[config.mk]
export PLATFORM = sky130hd
export DESIGN_NAME = cfgbit_ctrl
export DESIGN_NICKNAME = d
export VERILOG_FILES = /design/src/rtl/cfgbit_pkg.sv /design/src/rtl/cfgbit_cmd_decode.sv /design/src/rtl/cfgbit_seq.sv /design/src/rtl/cfgbit_store.sv /design/src/rtl/cfgbit_result.sv /design/src/rtl/cfgbit_ctrl.sv
export SDC_FILE = /design/constraint.sdc
export NUM_CORES = 1
export LEC_CHECK = 0
export ABC_AREA = 1
export BUFFER_PORTS_ARGS = -buffer_cell sky130_fd_sc_hd__clkbuf_2
export CAP_MARGIN = 20
export CORE_MARGIN = 5
export CORE_UTILIZATION = 49
export DETAILED_ROUTE_END_ITERATION = 8
export HOLD_SLACK_MARGIN = 0.02
export MAX_ROUTING_LAYER = met4
export PLACE_DENSITY = 0.86
export SETUP_SLACK_MARGIN = 0.5
export SLEW_MARGIN = 5
export SYNTH_ARGS = -nofsm -noshare
export SYNTH_HDL_FRONTEND = slang
export SYNTH_SLANG_ARGS = --single-unit
[constraint.sdc]
create_clock -name clk -period 2.5 [get_ports clk]
set_input_delay 0.25 -clock clk [delete_from_list [all_inputs] [get_ports clk]]
set_output_delay 0.25 -clock clk [all_outputs]
set_load 0.05 [all_outputs]
[src/rtl/cfgbit_pkg.sv]
package cfgbit_pkg;

  localparam logic [1:0] ADDR_MODE   = 2'd0;
  localparam logic [1:0] ADDR_CMD    = 2'd1;
  localparam logic [1:0] ADDR_STATUS = 2'd2;
  localparam logic [1:0] ADDR_RESULT = 2'd3;

  localparam logic [7:0] OPC_SET = 8'h01;
  localparam logic [7:0] OPC_CLR = 8'h02;
  localparam logic [7:0] OPC_GET = 8'h03;

  typedef struct packed {
    logic [7:0]  key;
    logic [15:0] arg;
    logic [7:0]  opc;
  } cmd_word_t;

  typedef enum logic [1:0] {
    KIND_NONE,
    KIND_SET,
    KIND_CLR,
    KIND_GET
  } cmd_kind_t;

  typedef enum logic [1:0] {
    SEQ_IDLE,
    SEQ_PROG,
    SEQ_GET
  } seq_state_t;

endpackage

[src/rtl/cfgbit_cmd_decode.sv]
module cfgbit_cmd_decode
  import cfgbit_pkg::*;
#(
  parameter logic [7:0] KEY      = 8'h5A,
  parameter int         NUM_BITS = 3,
  localparam int        IDX_W    = (NUM_BITS > 1) ? $clog2(NUM_BITS) : 1
) (
  input  logic [31:0]      wdata,
  output logic             key_ok,
  output cmd_kind_t        kind,
  output logic             in_range,
  output logic [IDX_W-1:0] bit_idx
);

  cmd_word_t cw;

  always_comb begin
    cw     = cmd_word_t'(wdata);
    key_ok = (cw.key == KEY);
    case (cw.opc)
      OPC_SET: kind = KIND_SET;
      OPC_CLR: kind = KIND_CLR;
      OPC_GET: kind = KIND_GET;
      default: kind = KIND_NONE;
    endcase
    in_range = (cw.arg < 16'(NUM_BITS));
    bit_idx  = cw.arg[IDX_W-1:0];
  end

endmodule

[src/rtl/cfgbit_seq.sv]
module cfgbit_seq
  import cfgbit_pkg::*;
#(
  parameter int  NUM_BITS    = 3,
  parameter int  BUSY_CYCLES = 8,
  localparam int IDX_W       = (NUM_BITS > 1) ? $clog2(NUM_BITS) : 1,
  localparam int CNT_W       = $clog2(BUSY_CYCLES + 1)
) (
  input  logic             clk,
  input  logic             rst_n,
  input  logic             cmd_wr,
  input  logic             key_ok,
  input  cmd_kind_t        kind,
  input  logic             in_range,
  input  logic [IDX_W-1:0] bit_idx,
  input  logic             stat_rd,
  output logic             ready,
  output logic             err,
  output logic             do_set,
  output logic             do_clr,
  output logic [IDX_W-1:0] do_idx,
  output logic             get_done
);

  seq_state_t       state_q, state_d;
  logic [CNT_W-1:0] cnt_q, cnt_d;
  cmd_kind_t        pkind_q, pkind_d;
  logic             prange_q, prange_d;
  logic [IDX_W-1:0] pidx_q, pidx_d;
  logic             err_q, err_d;
  logic             accept, reject, prog_end;

  always_comb begin
    accept   = cmd_wr && (state_q == SEQ_IDLE) && key_ok && (kind != KIND_NONE);
    reject   = cmd_wr && (state_q == SEQ_IDLE) && !(key_ok && (kind != KIND_NONE));
    prog_end = (state_q == SEQ_PROG) && (cnt_q == '0);

    state_d  = state_q;
    cnt_d    = cnt_q;
    pkind_d  = pkind_q;
    prange_d = prange_q;
    pidx_d   = pidx_q;

    case (state_q)
      SEQ_IDLE: begin
        if (accept) begin
          pkind_d  = kind;
          prange_d = in_range;
          pidx_d   = bit_idx;
          cnt_d    = CNT_W'(BUSY_CYCLES - 1);
          state_d  = (kind == KIND_GET) ? SEQ_GET : SEQ_PROG;
        end
      end
      SEQ_PROG: begin
        if (prog_end) state_d = SEQ_IDLE;
        else          cnt_d   = cnt_q - 1'b1;
      end
      SEQ_GET:  state_d = SEQ_IDLE;
      default:  state_d = SEQ_IDLE;
    endcase

    if (reject)       err_d = 1'b1;
    else if (stat_rd) err_d = 1'b0;
    else              err_d = err_q;
  end

  always_ff @(posedge clk or negedge rst_n) begin
    if (!rst_n) begin
      state_q  <= SEQ_IDLE;
      cnt_q    <= '0;
      pkind_q  <= KIND_NONE;
      prange_q <= 1'b0;
      pidx_q   <= '0;
      err_q    <= 1'b0;
    end else begin
      state_q <= state_d;
      err_q   <= err_d;
      if (state_q != SEQ_IDLE || accept) cnt_q <= cnt_d;
      if (accept) begin
        pkind_q  <= pkind_d;
        prange_q <= prange_d;
        pidx_q   <= pidx_d;
      end
    end
  end

  assign ready    = (state_q == SEQ_IDLE);
  assign err      = err_q;
  assign do_set   = prog_end && (pkind_q == KIND_SET) && prange_q;
  assign do_clr   = prog_end && (pkind_q == KIND_CLR) && prange_q;
  assign do_idx   = pidx_q;
  assign get_done = (state_q == SEQ_GET);

endmodule

[src/rtl/cfgbit_store.sv]
module cfgbit_store #(
  parameter int  NUM_BITS = 3,
  localparam int IDX_W    = (NUM_BITS > 1) ? $clog2(NUM_BITS) : 1
) (
  input  logic                clk,
  input  logic                rst_n,
  input  logic                do_set,
  input  logic                do_clr,
  input  logic [IDX_W-1:0]    do_idx,
  input  logic                erase_pin,
  input  logic                erase_done,
  output logic [NUM_BITS-1:0] bits
);

  logic armed_q, armed_d, wipe;

  always_comb begin
    wipe    = erase_done && (armed_q || erase_pin);
    armed_d = armed_q;
    if (erase_pin) armed_d = 1'b1;
    else if (wipe) armed_d = 1'b0;
  end

  always_ff @(posedge clk or negedge rst_n) begin
    if (!rst_n) armed_q <= 1'b0;
    else        armed_q <= armed_d;
  end

  for (genvar g = 0; g < NUM_BITS; g++) begin : g_bit
    logic q, d, hit;
    always_comb begin
      hit = (do_idx == IDX_W'(g));
      d   = q;
      if (do_set && hit) d = 1'b1;
      if (g != 0) begin
        if (do_clr && hit) d = 1'b0;
      end else begin
        if (wipe) d = 1'b0;
      end
    end
    always_ff @(posedge clk or negedge rst_n) begin
      if (!rst_n) q <= 1'b0;
      else        q <= d;
    end
    assign bits[g] = q;
  end

endmodule

[src/rtl/cfgbit_result.sv]
module cfgbit_result #(
  parameter int  NUM_BITS  = 3,
  localparam int NUM_WORDS = (NUM_BITS + 31) / 32,
  localparam int WIDX_W    = $clog2(NUM_WORDS + 1),
  localparam int PAD_W     = NUM_WORDS * 32
) (
  input  logic                clk,
  input  logic                rst_n,
  input  logic                get_done,
  input  logic [NUM_BITS-1:0] bits,
  input  logic                pop,
  output logic [31:0]         word
);

  logic [PAD_W-1:0]  snap_q, snap_d;
  logic [WIDX_W-1:0] widx_q, widx_d;

  always_comb begin
    snap_d = snap_q;
    widx_d = widx_q;
    if (get_done) begin
      snap_d = PAD_W'(bits);
      widx_d = '0;
    end else if (pop && widx_q < WIDX_W'(NUM_WORDS)) begin
      widx_d = widx_q + 1'b1;
    end
    if (widx_q < WIDX_W'(NUM_WORDS)) word = snap_q[widx_q*32 +: 32];
    else                             word = '0;
  end

  always_ff @(posedge clk or negedge rst_n) begin
    if (!rst_n) begin
      snap_q <= '0;
      widx_q <= WIDX_W'(NUM_WORDS);
    end else begin
      if (get_done) snap_q <= snap_d;
      if (get_done || pop) widx_q <= widx_d;
    end
  end

endmodule

[src/rtl/cfgbit_ctrl.sv]
module cfgbit_ctrl
  import cfgbit_pkg::*;
#(
  parameter logic [7:0] KEY         = 8'h5A,
  parameter int         NUM_BITS    = 3,
  parameter int         BUSY_CYCLES = 8,
  localparam int        IDX_W       = (NUM_BITS > 1) ? $clog2(NUM_BITS) : 1
) (
  input  logic                clk,
  input  logic                rst_n,
  input  logic                bus_wr,
  input  logic                bus_rd,
  input  logic [1:0]          bus_addr,
  input  logic [31:0]         bus_wdata,
  output logic [31:0]         bus_rdata,
  input  logic                erase_pin,
  input  logic                erase_done,
  output logic                irq,
  output logic                lock,
  output logic                dbg_allow,
  output logic                fprog_allow,
  output logic [NUM_BITS-1:0] cfg_bits
);

  logic [1:0]       rsync_q;
  logic             rst_sync_n;
  logic             irq_en_q, irq_en_d;
  logic             key_ok, in_range;
  cmd_kind_t        kind;
  logic [IDX_W-1:0] bit_idx, do_idx;
  logic             ready_flag, err_flag;
  logic             do_set, do_clr, get_done;
  logic             cmd_wr, stat_rd, res_pop, mode_wr;
  logic [31:0]      res_word;

  always_ff @(posedge clk or negedge rst_n) begin
    if (!rst_n) rsync_q <= 2'b00;
    else        rsync_q <= {rsync_q[0], 1'b1};
  end
  assign rst_sync_n = rsync_q[1];

  assign cmd_wr  = bus_wr && (bus_addr == ADDR_CMD);
  assign mode_wr = bus_wr && (bus_addr == ADDR_MODE);
  assign stat_rd = bus_rd && (bus_addr == ADDR_STATUS);
  assign res_pop = bus_rd && (bus_addr == ADDR_RESULT);

  always_comb begin
    irq_en_d = irq_en_q;
    if (mode_wr) irq_en_d = bus_wdata[0];
  end

  always_ff @(posedge clk or negedge rst_sync_n) begin
    if (!rst_sync_n) irq_en_q <= 1'b0;
    else if (mode_wr) irq_en_q <= irq_en_d;
  end

  cfgbit_cmd_decode #(.KEY(KEY), .NUM_BITS(NUM_BITS)) i_dec (
    .wdata   (bus_wdata),
    .key_ok  (key_ok),
    .kind    (kind),
    .in_range(in_range),
    .bit_idx (bit_idx)
  );

  cfgbit_seq #(.NUM_BITS(NUM_BITS), .BUSY_CYCLES(BUSY_CYCLES)) i_seq (
    .clk     (clk),
    .rst_n   (rst_sync_n),
    .cmd_wr  (cmd_wr),
    .key_ok  (key_ok),
    .kind    (kind),
    .in_range(in_range),
    .bit_idx (bit_idx),
    .stat_rd (stat_rd),
    .ready   (ready_flag),
    .err     (err_flag),
    .do_set  (do_set),
    .do_clr  (do_clr),
    .do_idx  (do_idx),
    .get_done(get_done)
  );

  cfgbit_store #(.NUM_BITS(NUM_BITS)) i_store (
    .clk       (clk),
    .rst_n     (rst_sync_n),
    .do_set    (do_set),
    .do_clr    (do_clr),
    .do_idx    (do_idx),
    .erase_pin (erase_pin),
    .erase_done(erase_done),
    .bits      (cfg_bits)
  );

  cfgbit_result #(.NUM_BITS(NUM_BITS)) i_res (
    .clk     (clk),
    .rst_n   (rst_sync_n),
    .get_done(get_done),
    .bits    (cfg_bits),
    .pop     (res_pop),
    .word    (res_word)
  );

  always_comb begin
    case (bus_addr)
      ADDR_MODE:   bus_rdata = {31'b0, irq_en_q};
      ADDR_STATUS: bus_rdata = {30'b0, err_flag, ready_flag};
      ADDR_RESULT: bus_rdata = res_word;
      default:     bus_rdata = '0;
    endcase
  end

  assign irq         = ready_flag && irq_en_q;
  assign lock        = cfg_bits[0];
  assign dbg_allow   = !cfg_bits[0];
  assign fprog_allow = !cfg_bits[0];

endmodule

==> results.yml, run 1 <==
outcome:
  outcome: "complete, no violations"
grt:
  met2_usage: 0.217
  overflow: 0
  antenna_found_initial: 0
  grt_usage: 0.125
  use_met1: 0.143
  grt_pass1_wl_mm: 4.19
  grt_max_degree: 22
  met3_usage: 0.0222
  grt_pass1_vias: 1088
  busiest_layer: "met2"
synth:
  synthCells: 196
  synth_warnings: 0
  synth_area_per_cell_um2: 7.74
  netlist_area_mm2: 0.00152
  netlist.area_leader.share: 0.363
  synth.distinct_cells: 28
  yosysSeqAreaShare: 0.380
  yosysTopAreaCell: "dfrtp_1"
  synth_area_leaders: "dfrtp_1, buf_4, nand2_1"
  synth_seq_cells: 23
place:
  place_area_mm2: 0.00165
  port-buffer-count: 49
  hpwl_mm: 2.26
  gp_congestion: 0.845
sta:
  hold_violations: 0
  tightest_slew_ps: 818
  slew_headroom: 0.455
  rsz0062_at_grt: "no"
  drv_slew: 0
  max_freq_mhz: 608
  setup-tns-final_ps: 0
  finalSetupViolCount: 0
  fin_worst_skew_ps: 5.01
  holdWs_ps: 118
  finalCriticalPeriod_ps: 1640
  min_period_over_period: 0.658
floorplanning:
  die_x_um: 65.6
  die_y_um: 65.6
  row_count: 20
  start_util: 0.505
  core_mm2: 0.00300
  dieArea_mm2: 0.00431
  io_pins: 79
routing:
  firstDrtPassIters: 4
  via_count: 1228
  drtIter0Drc: 32
  wirelength_mm: 2.64
  vias_per_cell: 4.43
  routedWlPerCell_um: 9.52
  drc_errors: 0
  ant_nets: 0
cells_and_area:
  final_cell_mix: "clkbuf_2, nand2_1, conb_1"
  drive_above_1_share: 0.275
  postLayoutCellArea_mm2: 0.00169
  diodes: 0
  nets: 287
  area_delta_synth_final_pct: 11.2
  final_common_cell: "clkbuf_2"
power_and_ir_drop:
  vdd_drop_max_v: 0.000200
  power.density_mw_per_mm2: 439
  p_leak_uw: 0.000949
  finalPower_uw: 740
clock_tree:
  numCtsBuffers: 3
  insertion_delay_ps: 310
  tritoncts: "built"
  ctsRootBufferMaster: "clkbuf_4"
  htree_num_levels: 1
  clockBufferDepth: 2
  clk_pin_slew_ps: 120
  clock_sinks: 23
run:
  cap_violations: 0
critical_path:
  start_kind: "flip-flop"
  slowest_delay_ps: 540
  crit_arrival_ps: 1390
  crit_required_ps: 2250
  cp-end-kind: "primary output"
  slowest_stage: "dfstp_2"
  reg2reg_from: "i_seq.cnt_q[0]"
  path_cells: "inv_1 > a32o_1 > clkbuf_2"
  worstPathMaxFanout: 4
  worstSetupStartpoint: "i_res.widx_q"
  path_class: "flip-flop to primary output"
min_path:
  hp-start: "erase_done"
  hold_class: "input pin to flip-flop"
[synth_stat cells]
cell,instances
nand3_1,11
inv_2,2
a32o_1,1
nand3_4,1
and3_1,1
nor2_4,1
o21a_1,1
o211ai_1,1
nor2_2,2
nand2_1,36
buf_4,33
o21ai_0,6
nand4_1,5
a21oi_1,3
nor3b_1,2
o21bai_1,1
a21oi_4,1
inv_1,28
dfrtp_1,22
and3_2,1
dfstp_2,1
o21ai_2,5
nor2_1,24
a21boi_0,1
conb_1,2
buf_6,1
xor2_1,1
ha_1,2
[worst paths after layout]
| kind | to | slack, ps | cells after the start |
|---|---|---|---|
| max in group asynchronous | irq_en_q | 1640 | 0 |
| min | i_store.armed_q | 120 | 2 |
| min reg2reg | i_seq.do_idx[0] | 350 | 0 |
| min in group asynchronous | rsync_q[0] | 240 | 2 |
| max | bus_rdata[1] | 860 | 3 |
| max reg2reg | i_store.g_bit[0].q | 1130 | 6 |
[cell families after synthesis]
kind of cell               share of synthesized area
xor gates and xnor gates                     0.00578
adders and majority gates                     0.0165
DFF                                            0.380
and+or+nand+nor                                0.252
AOI/OAI and AO/OA                             0.0957
other                                        0.00495
buffers and inverters                          0.245
[per-layer routing]
metal / part of all wire / vias to the layer above
met5: 0 / -
met4: 0.0061 / 0
met3: 0.073 / 2
met2: 0.51 / 44
met1: 0.41 / 542
li1: - / 640
[through the flow]
step,setup WS [ps],cells,util
after global routing,738,277,0.562
after CTS,836,277,0.562
final,855,277,0.562
after floorplan,908,224,-
after global placement,1160,272,0.549
after detailed placement,1140,272,0.549
[power by group]
group          total (µW)  switching, µW  internal (µW)
combinational         182            144           38.2
clock                 169            109           59.8
sequential            389           9.09            380
total                 740            262            478
[sequential cells by signal, summed over array words and instances, names as in the netlist]
register / count
i_res.snap_q: 3
i_res.widx_q: 1
i_seq.cnt_q: 4
i_seq.do_idx: 2
i_seq.err: 1
i_seq.pkind_q: 2
i_seq.prange_q: 1
i_seq.state_q: 2
i_store.armed_q: 1
i_store.g_bit.q: 3
irq_en_q: 1
rsync_q: 2
[cell type report]
class / instances / area (µm²)
flip-flops and latches: 23 / 577
fillers: 306 / 1320
multi-input cells: 137 / 673
inverters: 30 / 113
clock inverters: 1 / 5.00
well taps: 33 / 41.3
repair buffers: 50 / 255
clock buffers: 3 / 22.5
[worst max-delay path: cells and delay by family (launching register included)]
family	cells	cell delay, ps
compound gates	1	250
buf+inv	2	290
flops	1	540
[timing repair]
item	4_1_cts	5_1_grt
buffers inserted	0	0
endpoints found under the hold margin	2	0
resized for setup	0	0
hold buffers	1	0
No activity file was read; power rests on OpenSTA's default activity.
==> run 2: changes to the inputs <==
--- a/config.mk
+++ b/config.mk
@@ -9,11 +9,11 @@
 export BUFFER_PORTS_ARGS = -buffer_cell sky130_fd_sc_hd__clkbuf_2
 export CAP_MARGIN = 20
 export CORE_MARGIN = 5
-export CORE_UTILIZATION = 49
+export CORE_UTILIZATION = 45
 export DETAILED_ROUTE_END_ITERATION = 8
 export HOLD_SLACK_MARGIN = 0.02
 export MAX_ROUTING_LAYER = met4
-export PLACE_DENSITY = 0.86
+export PLACE_DENSITY = 0.8
 export SETUP_SLACK_MARGIN = 0.5
 export SLEW_MARGIN = 5
 export SYNTH_ARGS = -nofsm -noshare
==> constraint.sdc (replaced) <==
create_clock -name clk -period 1.7 [get_ports clk]
set_input_delay 0.17 -clock clk [delete_from_list [all_inputs] [get_ports clk]]
set_output_delay 0.17 -clock clk [all_outputs]
set_load 0.05 [all_outputs]
==> run 2 against run 1 <==
Sequential share of layout area down 6.9 points; routed wire length up 34%; cell count up 12%; total power up 52%; first-iteration DRC count up 56%; sequential power up 45%; clock power up 51%; register-to-register slack worse by 830 ps; global-route usage up 2.8 points; die area up 7.5%; worst hold slack worse by 86 ps; final area up 25%; critical path type unchanged; largest power group unchanged; highest routed layer unchanged.
==> results.yml, run 2 (synthesis results as in run 1) <==
critical_path:
  reg2reg_slack_ps: 300
  reg2reg_from: "i_seq.state_q[0]"
  crit_required_ps: 1530
  crit_arrival_ps: 1290
  cp_top_family: "flip-flops"
  cp-end-kind: "primary output"
  cp.buffers_inverters: 2
  slowest_stage: "dfstp_2"
  worstPathMaxFanout: 4
  reg2reg_depth: 8
  slowest_delay_ps: 540
  path_class: "flip-flop to primary output"
  r2r-end: "i_seq.cnt_q[2]"
  start_kind: "flip-flop"
  path_cells: "inv_2 > a32o_1 > buf_8"
grt:
  grt_pass1_vias: 1285
  grt_pass1_wl_mm: 5.29
  grt_max_degree: 22
  antenna_found_initial: 0
  overflow: 0
  grt_usage: 0.152
min_path:
  hp-start: "erase_done"
  worstHoldPathCells: 2
  whs_endpoint: "i_store.armed_q"
  hold_class: "input pin to flip-flop"
routing:
  ant_nets: 0
  via_count: 1359
  routedWlPerCell_um: 11.5
  firstDrtPassIters: 4
  drc_errors: 0
  wirelength_mm: 3.54
  drtIter0Drc: 50
  vias_per_cell: 4.40
place:
  hpwl_mm: 2.24
  dp_slack_ps: 427
  gp_congestion: 0.784
  port-buffer-count: 49
sta:
  rsz0062_at_grt: "yes"
  slew_headroom: 0.564
  min_period_over_period: 0.860
  finalWorstSetupSlack_ps: 238
  hold_violations: 0
  holdWs_ps: 31.9
  finalSetupViolCount: 0
  fin_worst_skew_ps: 1.51
  max_freq_mhz: 684
  drv_slew: 0
  finalCriticalPeriod_ps: 1460
  tightest_slew_ps: 652
  setup-tns-final_ps: 0
floorplanning:
  io_pins: 79
  row_count: 21
  die_y_um: 68.1
  die_x_um: 68.1
  start_util: 0.458
  dieArea_mm2: 0.00463
  core_mm2: 0.00331
power_and_ir_drop:
  swShare: 0.358
  p_leak_uw: 0.00110
  p_seq_frac: 0.501
  clockPowerShare: 0.227
  p_comb_frac: 0.272
  power.density_mw_per_mm2: 531
  p_switching_uw: 402
  vdd_drop_max_v: 0.000263
  internal_power_uw: 721
cells_and_area:
  nets: 306
  final_cell_mix: "clkbuf_2, conb_1, nand2_1"
  diodes: 0
  reg_top3: "i_seq.cnt_q x4, i_res.snap_q x3, i_store.g_bit.q x3"
  final_util: 0.639
  drive_above_1_share: 0.430
  regMostFlops: "i_seq.cnt_q"
  area_delta_synth_final_pct: 39.5
  largest_register_ffs: 4
  final_common_cell: "clkbuf_2"
clock_tree:
  tritoncts: "built"
  insertion_delay_ps: 310
  ctsRootBufferMaster: "clkbuf_4"
  htree_num_levels: 1
  numCtsBuffers: 3
  clock_sinks: 23
  clockBufferDepth: 2
  clk_pin_slew_ps: 130
run:
  cap_violations: 0
outcome:
  outcome: "complete, no violations"
[run 2: cell count changes in the layout (fill, tap and decap cells not counted), sizes merged]
cell      before  now
inv           30   29
nand3         12   14
buf            0   22
clkinvlp       0    1
clkbuf        52   47
[run 2: layout make-up]
| type | instances | area [µm²] |
|---|---|---|
| clock buffer | 3 | 22.5 |
| clock inverter | 1 | 5.00 |
| fill | 296 | 1190 |
| inverter | 30 | 116 |
| multi-input combinational | 139 | 828 |
| sequential | 23 | 578 |
| tap | 46 | 57.6 |
| timing repair buffer | 67 | 508 |
[run 2: stage by stage]
stage / total power (µW) / cells / instance area [µm²]
floorplan: 839 / 224 / 1650
global placement: 849 / 286 / 1690
detailed placement: 852 / 286 / 1690
CTS: 1120 / 307 / 2030
global route: 1180 / 309 / 2120
finish: 1120 / 309 / 2120
[run 2: metal layers]
| metal | routed length [µm] | track usage | vias to the layer above |
|---|---|---|---|
| li1 | - | - | 686 |
| met1 | 1300 | 0.157 | 628 |
| met2 | 2020 | 0.300 | 41 |
| met3 | 186 | 0.0246 | 4 |
| met4 | 38 | 0.0298 | 0 |
| met5 | 0 | - | - |
[run 2: worst max path at each step]
stage                     end              from  cells after the start  slack (ps)
2_1_floorplan    bus_rdata[0]  i_seq.state_q[1]                      3         220
3_3_place_gp   i_seq.cnt_q[3]  i_seq.state_q[1]                      5         440
3_5_place_dp   i_seq.cnt_q[3]  i_seq.state_q[1]                      5         430
4_1_cts          bus_rdata[1]      i_res.widx_q                      3         230
5_1_grt          bus_rdata[1]      i_res.widx_q                      3         190
6_report         bus_rdata[1]      i_res.widx_q                      3         240
[run 2: power by group through the flow]
stage,Sequential [µW],Clock (µW),Combinational (µW)
final,563,255,306
after global placement,574,0,275
after floorplan,580,0,259
after CTS,564,261,298
after global routing,564,289,327
after detailed placement,574,0,278
[run 2: what timing repair did]
action                     4_1_cts  5_1_grt
setup endpoints to repair       18       22
pin swaps                       12       14
hold buffers                     1        0
setup buffers                   14        2
cloned                           2        0
resized for setup               42       24
hold endpoints to repair         2        0
==> run 3: changes to the inputs <==
--- a/config.mk
+++ b/config.mk
@@ -5,7 +5,6 @@
 export SDC_FILE = /design/constraint.sdc
 export NUM_CORES = 1
 export LEC_CHECK = 0
-export ABC_AREA = 1
 export BUFFER_PORTS_ARGS = -buffer_cell sky130_fd_sc_hd__clkbuf_2
 export CAP_MARGIN = 20
 export CORE_MARGIN = 5
==> run 3 against run 2 <==
Cell count down 14%; sequential share of layout area rose by 1.6 points; flip-flop and latch count stayed put; largest cell class unchanged; highest routed layer unchanged.
==> results.yml, run 3 <==
routing:
  drtIter0Drc: 69
  drc_errors: 0
  routedWlPerCell_um: 12.6
  firstDrtPassIters: 4
  ant_nets: 0
  wirelength_mm: 3.34
  vias_per_cell: 4.83
  via_count: 1280
clock_tree:
  numCtsBuffers: 3
  clockBufferDepth: 2
  tritoncts: "built"
  ctsRootBufferMaster: "clkbuf_4"
  insertion_delay_ps: 320
  htree_num_levels: 1
  clk_pin_slew_ps: 130
  clock_sinks: 23
place:
  hpwl_mm: 2.63
  place_area_mm2: 0.00176
  gp_congestion: 0.827
  port-buffer-count: 49
  dp_slack_ps: 104
grt:
  grt_max_degree: 15
  grt_pass1_vias: 1308
  antenna_found_initial: 0
  grt_usage: 0.163
  grt_pass1_wl_mm: 5.49
  overflow: 0
synth:
  ys_top_cells_by_count: "buf_4, dfrtp_1, nor2_1"
  synth_seq_cells: 23
  synth.most_common_cell: "buf_4"
  yosysTopAreaCell: "dfrtp_1"
  netlist_area_mm2: 0.00150
  async_flop_share: 1.00
  yosysSeqAreaShare: 0.384
  synth_warnings: 0
  synth.distinct_cells: 45
  synth_area_leaders: "dfrtp_1, buf_4, mux2_2"
  synth_area_per_cell_um2: 9.70
  synth_edf_count: 0
  synthFlopType: "dfrtp_1"
  synthCells: 155
  netlist.area_leader.share: 0.366
cells_and_area:
  final_common_cell: "clkbuf_2"
  final_cell_mix: "clkbuf_2, conb_1, dfrtp_1"
  fill_cells: 284
  regMostFlops: "i_seq.cnt_q"
  postLayoutCellArea_mm2: 0.00200
  nets: 262
  largest_register_ffs: 4
  final_util: 0.608
  reg_top3: "i_seq.cnt_q x4, i_res.snap_q x3, i_store.g_bit.q x3"
  area_delta_synth_final_pct: 32.7
  drive_above_1_share: 0.457
  diodes: 0
floorplanning:
  die_x_um: 67.8
  dieArea_mm2: 0.00460
  io_pins: 79
  core_mm2: 0.00328
  row_count: 21
  die_y_um: 67.8
  start_util: 0.458
min_path:
  hold_class: "input pin to flip-flop"
  worstHoldPathCells: 2
  hp-start: "erase_pin"
power_and_ir_drop:
  p_switching_uw: 408
  p_seq_frac: 0.501
  internal_power_uw: 730
  swShare: 0.358
  clockPowerShare: 0.230
  vdd_drop_max_v: 0.000249
  p_leak_uw: 0.000969
  p_comb_frac: 0.269
  power.density_mw_per_mm2: 570
critical_path:
  slowest_delay_ps: 570
  crit_arrival_ps: 1470
  start_kind: "flip-flop"
  reg2reg_depth: 7
  reg2reg_from: "i_seq.cnt_q[0]"
  cp-end-kind: "primary output"
  path_cells: "nor2b_2 > nand2_1 > o31ai_2 > a22o_2 > buf_8"
  path_class: "flip-flop to primary output"
  slowest_stage: "dfstp_2"
  worstSetupStartpoint: "i_res.widx_q"
  worstPathMaxFanout: 2
  crit_required_ps: 1530
sta:
  finalWorstSetupSlack_ps: 64.5
  fin_worst_skew_ps: 8.25
  finalCriticalPeriod_ps: 1640
  min_period_over_period: 0.962
  setup-tns-final_ps: 0
  max_freq_mhz: 611
  rsz0062_at_grt: "yes"
  drv_slew: 0
  hold_violations: 0
  finalSetupViolCount: 0
run:
  cap_violations: 0
outcome:
  outcome: "complete, no violations"
## run 3: changes by cell type after synthesis, moves of 7 or more
cell and change:
nand3_1 -7, inv_1 -22, nand2_1 -27, nor2_1 -14
## run 3: final timing paths
check | to | slack, ps
setup / recovery | bus_rdata[0] | 60
hold / removal | i_store.armed_q | 40
setup reg to reg | i_store.g_bit[0].q | 190
hold reg to reg | i_seq.err | 120
max in group asynchronous | i_seq.do_idx[1] | 1070
min in group asynchronous | i_seq.err | 120
## run 3: metal layers
| layer | wire [µm] | global-route usage | vias to the layer above |
|---|---|---|---|
| li1 | - | - | 613 |
| met1 | 1400 | 0.206 | 590 |
| met2 | 1600 | 0.260 | 73 |
| met3 | 284 | 0.0164 | 4 |
| met4 | 54 | 0.0819 | 0 |
| met5 | 0 | - | - |
## run 3: cell families after synthesis
family | count (synthesis) | synth area share
AO/OA/AOI/OAI | 21 | 0.0940
XOR/XNOR | 2 | 0.0116
adder cells (fa/ha/maj) | 2 | 0.0166
buffers and inverters | 40 | 0.182
flip-flops | 23 | 0.384
multiplexers | 8 | 0.0632
other | 2 | 0.00499
AND/OR/NAND/NOR | 57 | 0.244
## run 3: cell type report
cell class | count | area [µm²] | area share
multi-input cells | 120 | 841 | 0.421
flip-flops and latches | 23 | 578 | 0.290
repair buffers | 66 | 463 | 0.232
well taps | 46 | 57.6 | 0.0288
inverters | 6 | 26.3 | 0.0132
clock buffers | 3 | 22.5 | 0.0113
clock inverters | 1 | 7.51 | 0.00376
## run 3: power groups by stage
stage          registers [µW]  logic, µW  clock network [µW]
2_1_floorplan             581        263                   0
3_3_place_gp              580        283                   0
3_5_place_dp              580        284                   0
4_1_cts                   570        302                 268
5_1_grt                   572        326                 299
6_report                  570        307                 262
## run 3: repair_timing
| item | CTS | global route |
|---|---|---|
| hold endpoints to repair | 2 | 0 |
| hold buffers | 1 | 0 |
| pin swaps | 6 | 6 |
| resized for setup | 23 | 18 |
| setup endpoints to repair | 27 | 28 |
| setup buffers | 6 | 3 |
## run 3: through the flow
| stage | hold WS, ps | power [µW] | std cells |
|---|---|---|---|
| global route | 30.1 | 1200 | 265 |
| floorplan | -126 | 844 | 183 |
| finish | 36.7 | 1140 | 265 |
| CTS | 29.6 | 1140 | 262 |
| global placement | -41.1 | 863 | 251 |
| detailed placement | -42.3 | 864 | 251 |
## run 3: critical path, delay by kind of cell, from the launching register on
| family | cells | cell delay (ps) |
|---|---|---|
| flip-flops | 1 | 570 |
| buffers and inverters | 1 | 150 |
| AO/OA/AOI/OAI | 2 | 310 |
| AND/OR/NAND/NOR | 2 | 120 |
